--- config.mk ---
export PLATFORM = sky130hd
export DESIGN_NAME = pio_strobe_gen
export DESIGN_NICKNAME = d
export VERILOG_FILES = /design/src/rtl/pio_strobe_pkg.sv /design/src/rtl/pio_timing_regs.sv /design/src/rtl/pio_tick_div.sv /design/src/rtl/pio_phase_fsm.sv /design/src/rtl/pio_strobe_gen.sv
export SDC_FILE = /design/constraint.sdc
export NUM_CORES = 1
export LEC_CHECK = 0
export ABC_AREA = 1
export BUFFER_PORTS_ARGS = -buffer_cell sky130_fd_sc_hd__buf_2
export CAP_MARGIN = 20
export CORE_MARGIN = 3
export CORE_UTILIZATION = 40
export DETAILED_ROUTE_END_ITERATION = 8
export REMOVE_ABC_BUFFERS = 1
export SYNTH_ARGS = -nofsm -noshare
export SYNTH_HDL_FRONTEND = slang
export SYNTH_HIERARCHICAL = 1
export SYNTH_SLANG_ARGS = --single-unit
--- constraint.sdc ---
create_clock -name clk -period 2.4 [get_ports clk]
set_clock_uncertainty 0.05 [all_clocks]
set_input_delay 0 -clock clk [delete_from_list [all_inputs] [get_ports clk]]
set_output_delay 0 -clock clk [all_outputs]
set_load 0.01 [all_outputs]
--- src/rtl/pio_strobe_pkg.sv ---
package pio_strobe_pkg;

    localparam int WORD_W = 16;
    localparam int ON_W   = 8;
    localparam int OFF_W  = 6;

    // bits 15:8 active-1, bit 7 reserved, bit 6 wait enable, bits 5:0 recovery-1
    typedef struct packed {
        logic [ON_W-1:0]  on_m1;
        logic             rsvd;
        logic             wait_en;
        logic [OFF_W-1:0] off_m1;
    } timing_word_t;

    typedef enum logic [1:0] {
        PH_IDLE    = 2'd0,
        PH_ACTIVE  = 2'd1,
        PH_RECOVER = 2'd2
    } phase_e;

    function automatic timing_word_t scrub_word(input logic [WORD_W-1:0] raw);
        timing_word_t w;
        w      = timing_word_t'(raw);
        w.rsvd = 1'b0;
        return w;
    endfunction

    function automatic timing_word_t dma_preset(input logic [1:0] mode);
        case (mode)
            2'd0:    return timing_word_t'(16'h0707);
            2'd1:    return timing_word_t'(16'h0201);
            default: return timing_word_t'(16'h0200);
        endcase
    endfunction

endpackage

--- src/rtl/pio_timing_regs.sv ---
module pio_timing_regs
    import pio_strobe_pkg::*;
#(
    parameter int          NUM_DRIVES = 2,
    parameter int          DRV_W      = 1,
    parameter logic [15:0] PIO_RESET  = 16'h0909
) (
    input  logic             clk,
    input  logic             rst_n,
    input  logic             wr_en,
    input  logic [DRV_W-1:0] wr_drive,
    input  logic             wr_kind,
    input  logic [15:0]      wr_data,
    input  logic             preset_en,
    input  logic [1:0]       preset_mode,
    input  logic             dma_start,
    input  logic             dma_end,
    input  logic [DRV_W-1:0] dma_drive,
    input  logic [DRV_W-1:0] sel_drive,
    input  logic [DRV_W-1:0] rd_drive,
    input  logic             rd_kind,
    output timing_word_t     sel_word,
    output logic [15:0]      rd_data
);

    typedef struct packed {
        timing_word_t [NUM_DRIVES-1:0] pio;
        timing_word_t [NUM_DRIVES-1:0] dma;
        logic         [NUM_DRIVES-1:0] use_dma;
    } regs_t;

    regs_t regs_d, regs_q, regs_rst;

    always_comb begin
        regs_rst = '0;
        for (int i = 0; i < NUM_DRIVES; i++) begin
            regs_rst.pio[i] = scrub_word(PIO_RESET);
            regs_rst.dma[i] = dma_preset(2'd0);
        end
    end

    always_comb begin
        regs_d = regs_q;
        for (int i = 0; i < NUM_DRIVES; i++) begin
            if (int'(wr_drive) == i) begin
                if (preset_en && preset_mode != 2'd3)
                    regs_d.dma[i] = dma_preset(preset_mode);
                if (wr_en) begin
                    if (wr_kind) regs_d.dma[i] = scrub_word(wr_data);
                    else         regs_d.pio[i] = scrub_word(wr_data);
                end
            end
            if (int'(dma_drive) == i) begin
                if (dma_start) regs_d.use_dma[i] = 1'b1;
                if (dma_end)   regs_d.use_dma[i] = 1'b0;
            end
        end
    end

    always_ff @(posedge clk or negedge rst_n) begin
        if (!rst_n) regs_q <= regs_rst;
        else        regs_q <= regs_d;
    end

    always_comb begin
        sel_word = regs_q.pio[0];
        rd_data  = 16'h0000;
        for (int i = 0; i < NUM_DRIVES; i++) begin
            if (int'(sel_drive) == i)
                sel_word = regs_q.use_dma[i] ? regs_q.dma[i] : regs_q.pio[i];
            if (int'(rd_drive) == i)
                rd_data = rd_kind ? 16'(regs_q.dma[i]) : 16'(regs_q.pio[i]);
        end
    end

endmodule

--- src/rtl/pio_tick_div.sv ---
module pio_tick_div #(
    parameter int TICK_CLKS = 2
) (
    input  logic clk,
    input  logic rst_n,
    input  logic load,
    output logic tick
);

    localparam int CW = (TICK_CLKS > 1) ? $clog2(TICK_CLKS) : 1;
    localparam logic [CW-1:0] TOP = CW'(TICK_CLKS - 1);

    logic [CW-1:0] cnt_d, cnt_q;

    always_comb begin
        if (load || cnt_q == '0) cnt_d = TOP;
        else                     cnt_d = cnt_q - 1'b1;
    end

    always_ff @(posedge clk or negedge rst_n) begin
        if (!rst_n) cnt_q <= TOP;
        else        cnt_q <= cnt_d;
    end

    assign tick = (cnt_q == '0);

endmodule

--- src/rtl/pio_phase_fsm.sv ---
module pio_phase_fsm
    import pio_strobe_pkg::*;
(
    input  logic         clk,
    input  logic         rst_n,
    input  logic         req,
    input  logic         is_write,
    input  timing_word_t word,
    input  logic         iordy,
    input  logic         tick,
    output logic         load,
    output logic         busy,
    output logic         rd_strobe_n,
    output logic         wr_strobe_n,
    output logic         done
);

    typedef struct packed {
        phase_e           phase;
        logic [ON_W-1:0]  on_cnt;
        logic [OFF_W-1:0] off_cnt;
        logic             wait_en;
        logic             waiting;
        logic             wr;
        logic             done;
    } fsm_t;

    fsm_t st_d, st_q;

    always_comb begin
        st_d      = st_q;
        st_d.done = 1'b0;
        load      = 1'b0;
        unique case (st_q.phase)
            PH_IDLE: begin
                if (req) begin
                    st_d.phase   = PH_ACTIVE;
                    st_d.on_cnt  = word.on_m1;
                    st_d.off_cnt = word.off_m1;
                    st_d.wait_en = word.wait_en;
                    st_d.waiting = 1'b0;
                    st_d.wr      = is_write;
                    load         = 1'b1;
                end
            end
            PH_ACTIVE: begin
                if (st_q.waiting) begin
                    if (iordy) begin
                        st_d.phase   = PH_RECOVER;
                        st_d.waiting = 1'b0;
                        load         = 1'b1;
                    end
                end else if (tick) begin
                    if (st_q.on_cnt != '0) begin
                        st_d.on_cnt = st_q.on_cnt - 1'b1;
                    end else if (st_q.wait_en && !iordy) begin
                        st_d.waiting = 1'b1;
                    end else begin
                        st_d.phase = PH_RECOVER;
                        load       = 1'b1;
                    end
                end
            end
            PH_RECOVER: begin
                if (tick) begin
                    if (st_q.off_cnt != '0) begin
                        st_d.off_cnt = st_q.off_cnt - 1'b1;
                    end else begin
                        st_d.phase = PH_IDLE;
                        st_d.done  = 1'b1;
                    end
                end
            end
            default: st_d.phase = PH_IDLE;
        endcase
    end

    always_ff @(posedge clk or negedge rst_n) begin
        if (!rst_n) st_q <= '{phase: PH_IDLE, default: '0};
        else        st_q <= st_d;
    end

    assign busy        = (st_q.phase != PH_IDLE);
    assign rd_strobe_n = !((st_q.phase == PH_ACTIVE) && !st_q.wr);
    assign wr_strobe_n = !((st_q.phase == PH_ACTIVE) &&  st_q.wr);
    assign done        = st_q.done;

endmodule

--- src/rtl/pio_strobe_gen.sv ---
module pio_strobe_gen
    import pio_strobe_pkg::*;
#(
    parameter int          NUM_DRIVES = 2,
    parameter int          TICK_CLKS  = 2,
    parameter logic [15:0] PIO_RESET  = 16'h0909,
    localparam int         DRV_W      = (NUM_DRIVES > 1) ? $clog2(NUM_DRIVES) : 1
) (
    input  logic             clk,
    input  logic             rst_n,
    input  logic             cfg_we,
    input  logic [DRV_W-1:0] cfg_drive,
    input  logic             cfg_kind,
    input  logic [15:0]      cfg_wdata,
    input  logic             cfg_preset,
    input  logic [1:0]       cfg_mode,
    input  logic [DRV_W-1:0] rd_drive,
    input  logic             rd_kind,
    output logic [15:0]      rd_data,
    input  logic             dma_start,
    input  logic             dma_end,
    input  logic [DRV_W-1:0] dma_drive,
    input  logic             req,
    input  logic [DRV_W-1:0] drive_sel,
    input  logic             is_write,
    input  logic             iordy,
    output logic             rd_strobe_n,
    output logic             wr_strobe_n,
    output logic             busy,
    output logic             done
);

    timing_word_t live_word;
    logic         tick;
    logic         tick_load;

    pio_timing_regs #(
        .NUM_DRIVES (NUM_DRIVES),
        .DRV_W      (DRV_W),
        .PIO_RESET  (PIO_RESET)
    ) u_regs (
        .clk         (clk),
        .rst_n       (rst_n),
        .wr_en       (cfg_we),
        .wr_drive    (cfg_drive),
        .wr_kind     (cfg_kind),
        .wr_data     (cfg_wdata),
        .preset_en   (cfg_preset),
        .preset_mode (cfg_mode),
        .dma_start   (dma_start),
        .dma_end     (dma_end),
        .dma_drive   (dma_drive),
        .sel_drive   (drive_sel),
        .rd_drive    (rd_drive),
        .rd_kind     (rd_kind),
        .sel_word    (live_word),
        .rd_data     (rd_data)
    );

    pio_tick_div #(
        .TICK_CLKS (TICK_CLKS)
    ) u_tick (
        .clk   (clk),
        .rst_n (rst_n),
        .load  (tick_load),
        .tick  (tick)
    );

    pio_phase_fsm u_fsm (
        .clk         (clk),
        .rst_n       (rst_n),
        .req         (req),
        .is_write    (is_write),
        .word        (live_word),
        .iordy       (iordy),
        .tick        (tick),
        .load        (tick_load),
        .busy        (busy),
        .rd_strobe_n (rd_strobe_n),
        .wr_strobe_n (wr_strobe_n),
        .done        (done)
    );

endmodule

==> impl_metrics.yaml <==
outcome:
  status: "completed"
finish:
  syn_to_final_growth_pct: 18.9
  fillers: 1170
  diodes: 0
  nets: 787
  fin_cells: 898
  final_cell_mix: "nand2_1, o21ai_0, inv_1, dfrtp_1, nor2_1"
  layout_commonest_cell: "nand2_1"
  drive_gt1_frac: 0.163
setup_path:
  rr_startpoint: "u_regs/regs_q[0]"
  worst-endpoint-required_ps: 2350
  slowest_stage: "dfrtp_1"
  path_cells: "nor2_2, inv_1, or2_2, buf_2"
  cp.arrival_ps: 1830
  criticalPathCategory: "reg -> out"
  crit_path_max_incr_delay_ps: 460
  crit_buf_inv: 2
  ff2ff_path_depth: 7
  crit_path_start_kind: "register"
  setup.worst_path.end_class: "output port"
  critPathMaxFanout: 12
  cp_top_family: "simple AND/OR/NAND/NOR gates"
  r2r_end: "u_fsm/st_q[13]"
  ff2ff_setup_slack_ps: 690
clocking:
  post_cts_buffers: 0
  cts_tree: "done"
  cts_htree_levels: 3
  insertion_delay_ps: 340
  numCtsBuffers: 9
  clock_path_buffers: 2
  clk_pin_slew_ps: 60
  clkSinkCount: 85
  cts_root_buf: "clkbuf_16"
power_and_ir_drop:
  clkPwrFrac: 0.282
  powerDensity_nw_per_um2: 893
  p_switching_uw: 1940
  seqPwrFrac: 0.381
  total_power_uw: 5180
  internal_power_uw: 3240
  p_sw_frac: 0.374
  power.share.combinational: 0.337
  vdd_ir_drop_max_v: 0.000322
  leakage_uw: 0.00290
die:
  core_um2: 11700
  die_h_um: 116
  fp-row-count: 39
  fp.dieArea_um2: 13600
  start_util: 0.419
  num_io_pins: 53
  fp.dieW_um: 116
global_route:
  grt_max_degree: 53
  grtUsageMet2: 0.351
  antenna_found_initial: 0
  gr-usage-all-layers: 0.213
  grt_overflow: 0
  grt.met1_usage: 0.293
  grt-busiest-layer: "met2"
  gr-usage-met3: 0.0280
  grt_pass1_vias: 4601
  grt_pass1_wl_um: 22600
synthesis:
  syn_area_per_cell_um2: 7.12
  syn-cell-area_um2: 4880
  ys_warn_count: 6
  synth_cells: 686
detailed_routing:
  drc: 0
  drt_iter0_markers: 332
  wl_per_cell_um: 15.0
  wl_um: 13400
  via_count: 4804
  via_per_inst: 5.35
  first_pass_iters: 7
  final_antenna_net_count: 0
flow_run:
  max-cap-violations: 0
min_path:
  hp-class: "in -> reg"
  holdPathStages: 6
  min_to: "u_regs/regs_q[2]"
  worstHoldStart: "cfg_mode[1]"
placement:
  port_buffers: 51
  gp_congestion: 0.838
  dp.cells: 858
  dpl.hpwl_um: 8810
sta:
  max_freq_ghz: 0.532
  finalCritPeriodShare: 0.784
  rsz0062_at_grt: "false"
  slew_violations: 0
  setup_viol: 0
  tightest_slew_ps: 674
  finalCriticalPeriod_ps: 1880
  relSlewSlack: 0.550
  hold_violations: 0
  hold_slack_ps: 11.0
  fin_setup_tns_ps: 0
-- tightest hold or removal path, stage by stage --
cell and delay (ps):
buf_2 90, nor2_1 40, nor2_1 110, nand2_1 60, nand2_1 50, nand2_1 40
-- area by class of cell --
type	instances	area, um^2	area share
tap	143	179	0.0308
inverter	72	270	0.0465
sequential	85	2150	0.371
timing repair buffer	86	606	0.104
multi-input combinational	496	2290	0.394
clock buffer	11	253	0.0435
clock inverter	5	58.8	0.0101
-- timing repair --
item,in CTS,in global routing
hold buffers,24,0
endpoints found under the hold margin,91,0
gates resized for setup,0,0
endpoints found under the setup margin,0,0
-- state kept, by name (all words and copies together) (netlist names) --
register	cells
u_tick/cnt_q	1
u_fsm/done	1
u_regs/regs_q	64
u_fsm/st_q	19
-- through the flow --
stage          cell area [um^2]  setup slack, ps  utilization
4_1_cts                    5810              496        0.498
2_1_floorplan              4710              917            -
6_report                   5810              519        0.498
3_3_place_gp               5260              717        0.451
5_1_grt                    5810              381        0.498
3_5_place_dp               5260              701        0.451
-- layer usage --
layer	routed length [um]	part of all wire
met1	6130	0.46
met4	203	0.015
met5	0	0
met3	640	0.048
met2	6460	0.48
-- how the worst max path moves through the flow --
stage                     start        endpoint  slack [ps]  cells past startpoint
3_5_place_dp   u_regs/regs_q[0]  u_fsm/st_q[13]         700                      7
2_1_floorplan  u_regs/regs_q[1]  u_fsm/st_q[13]         920                      8
5_1_grt          u_fsm/st_q[19]     rd_strobe_n         380                      4
6_report         u_fsm/st_q[19]     rd_strobe_n         520                      4
3_3_place_gp   u_regs/regs_q[0]  u_fsm/st_q[13]         720                      7
4_1_cts          u_fsm/st_q[19]     rd_strobe_n         500                      4
-- power groups by stage --
stage / combinational, uW / clock (uW) / sequential, uW
4_1_cts: 1750 / 1500 / 1970
3_5_place_dp: 1710 / 0 / 2000
3_3_place_gp: 1660 / 0 / 1990
5_1_grt: 2040 / 1560 / 2010
6_report: 1750 / 1460 / 1980
2_1_floorplan: 1230 / 0 / 1940
Note: power is estimated with default switching activity, not from simulation.
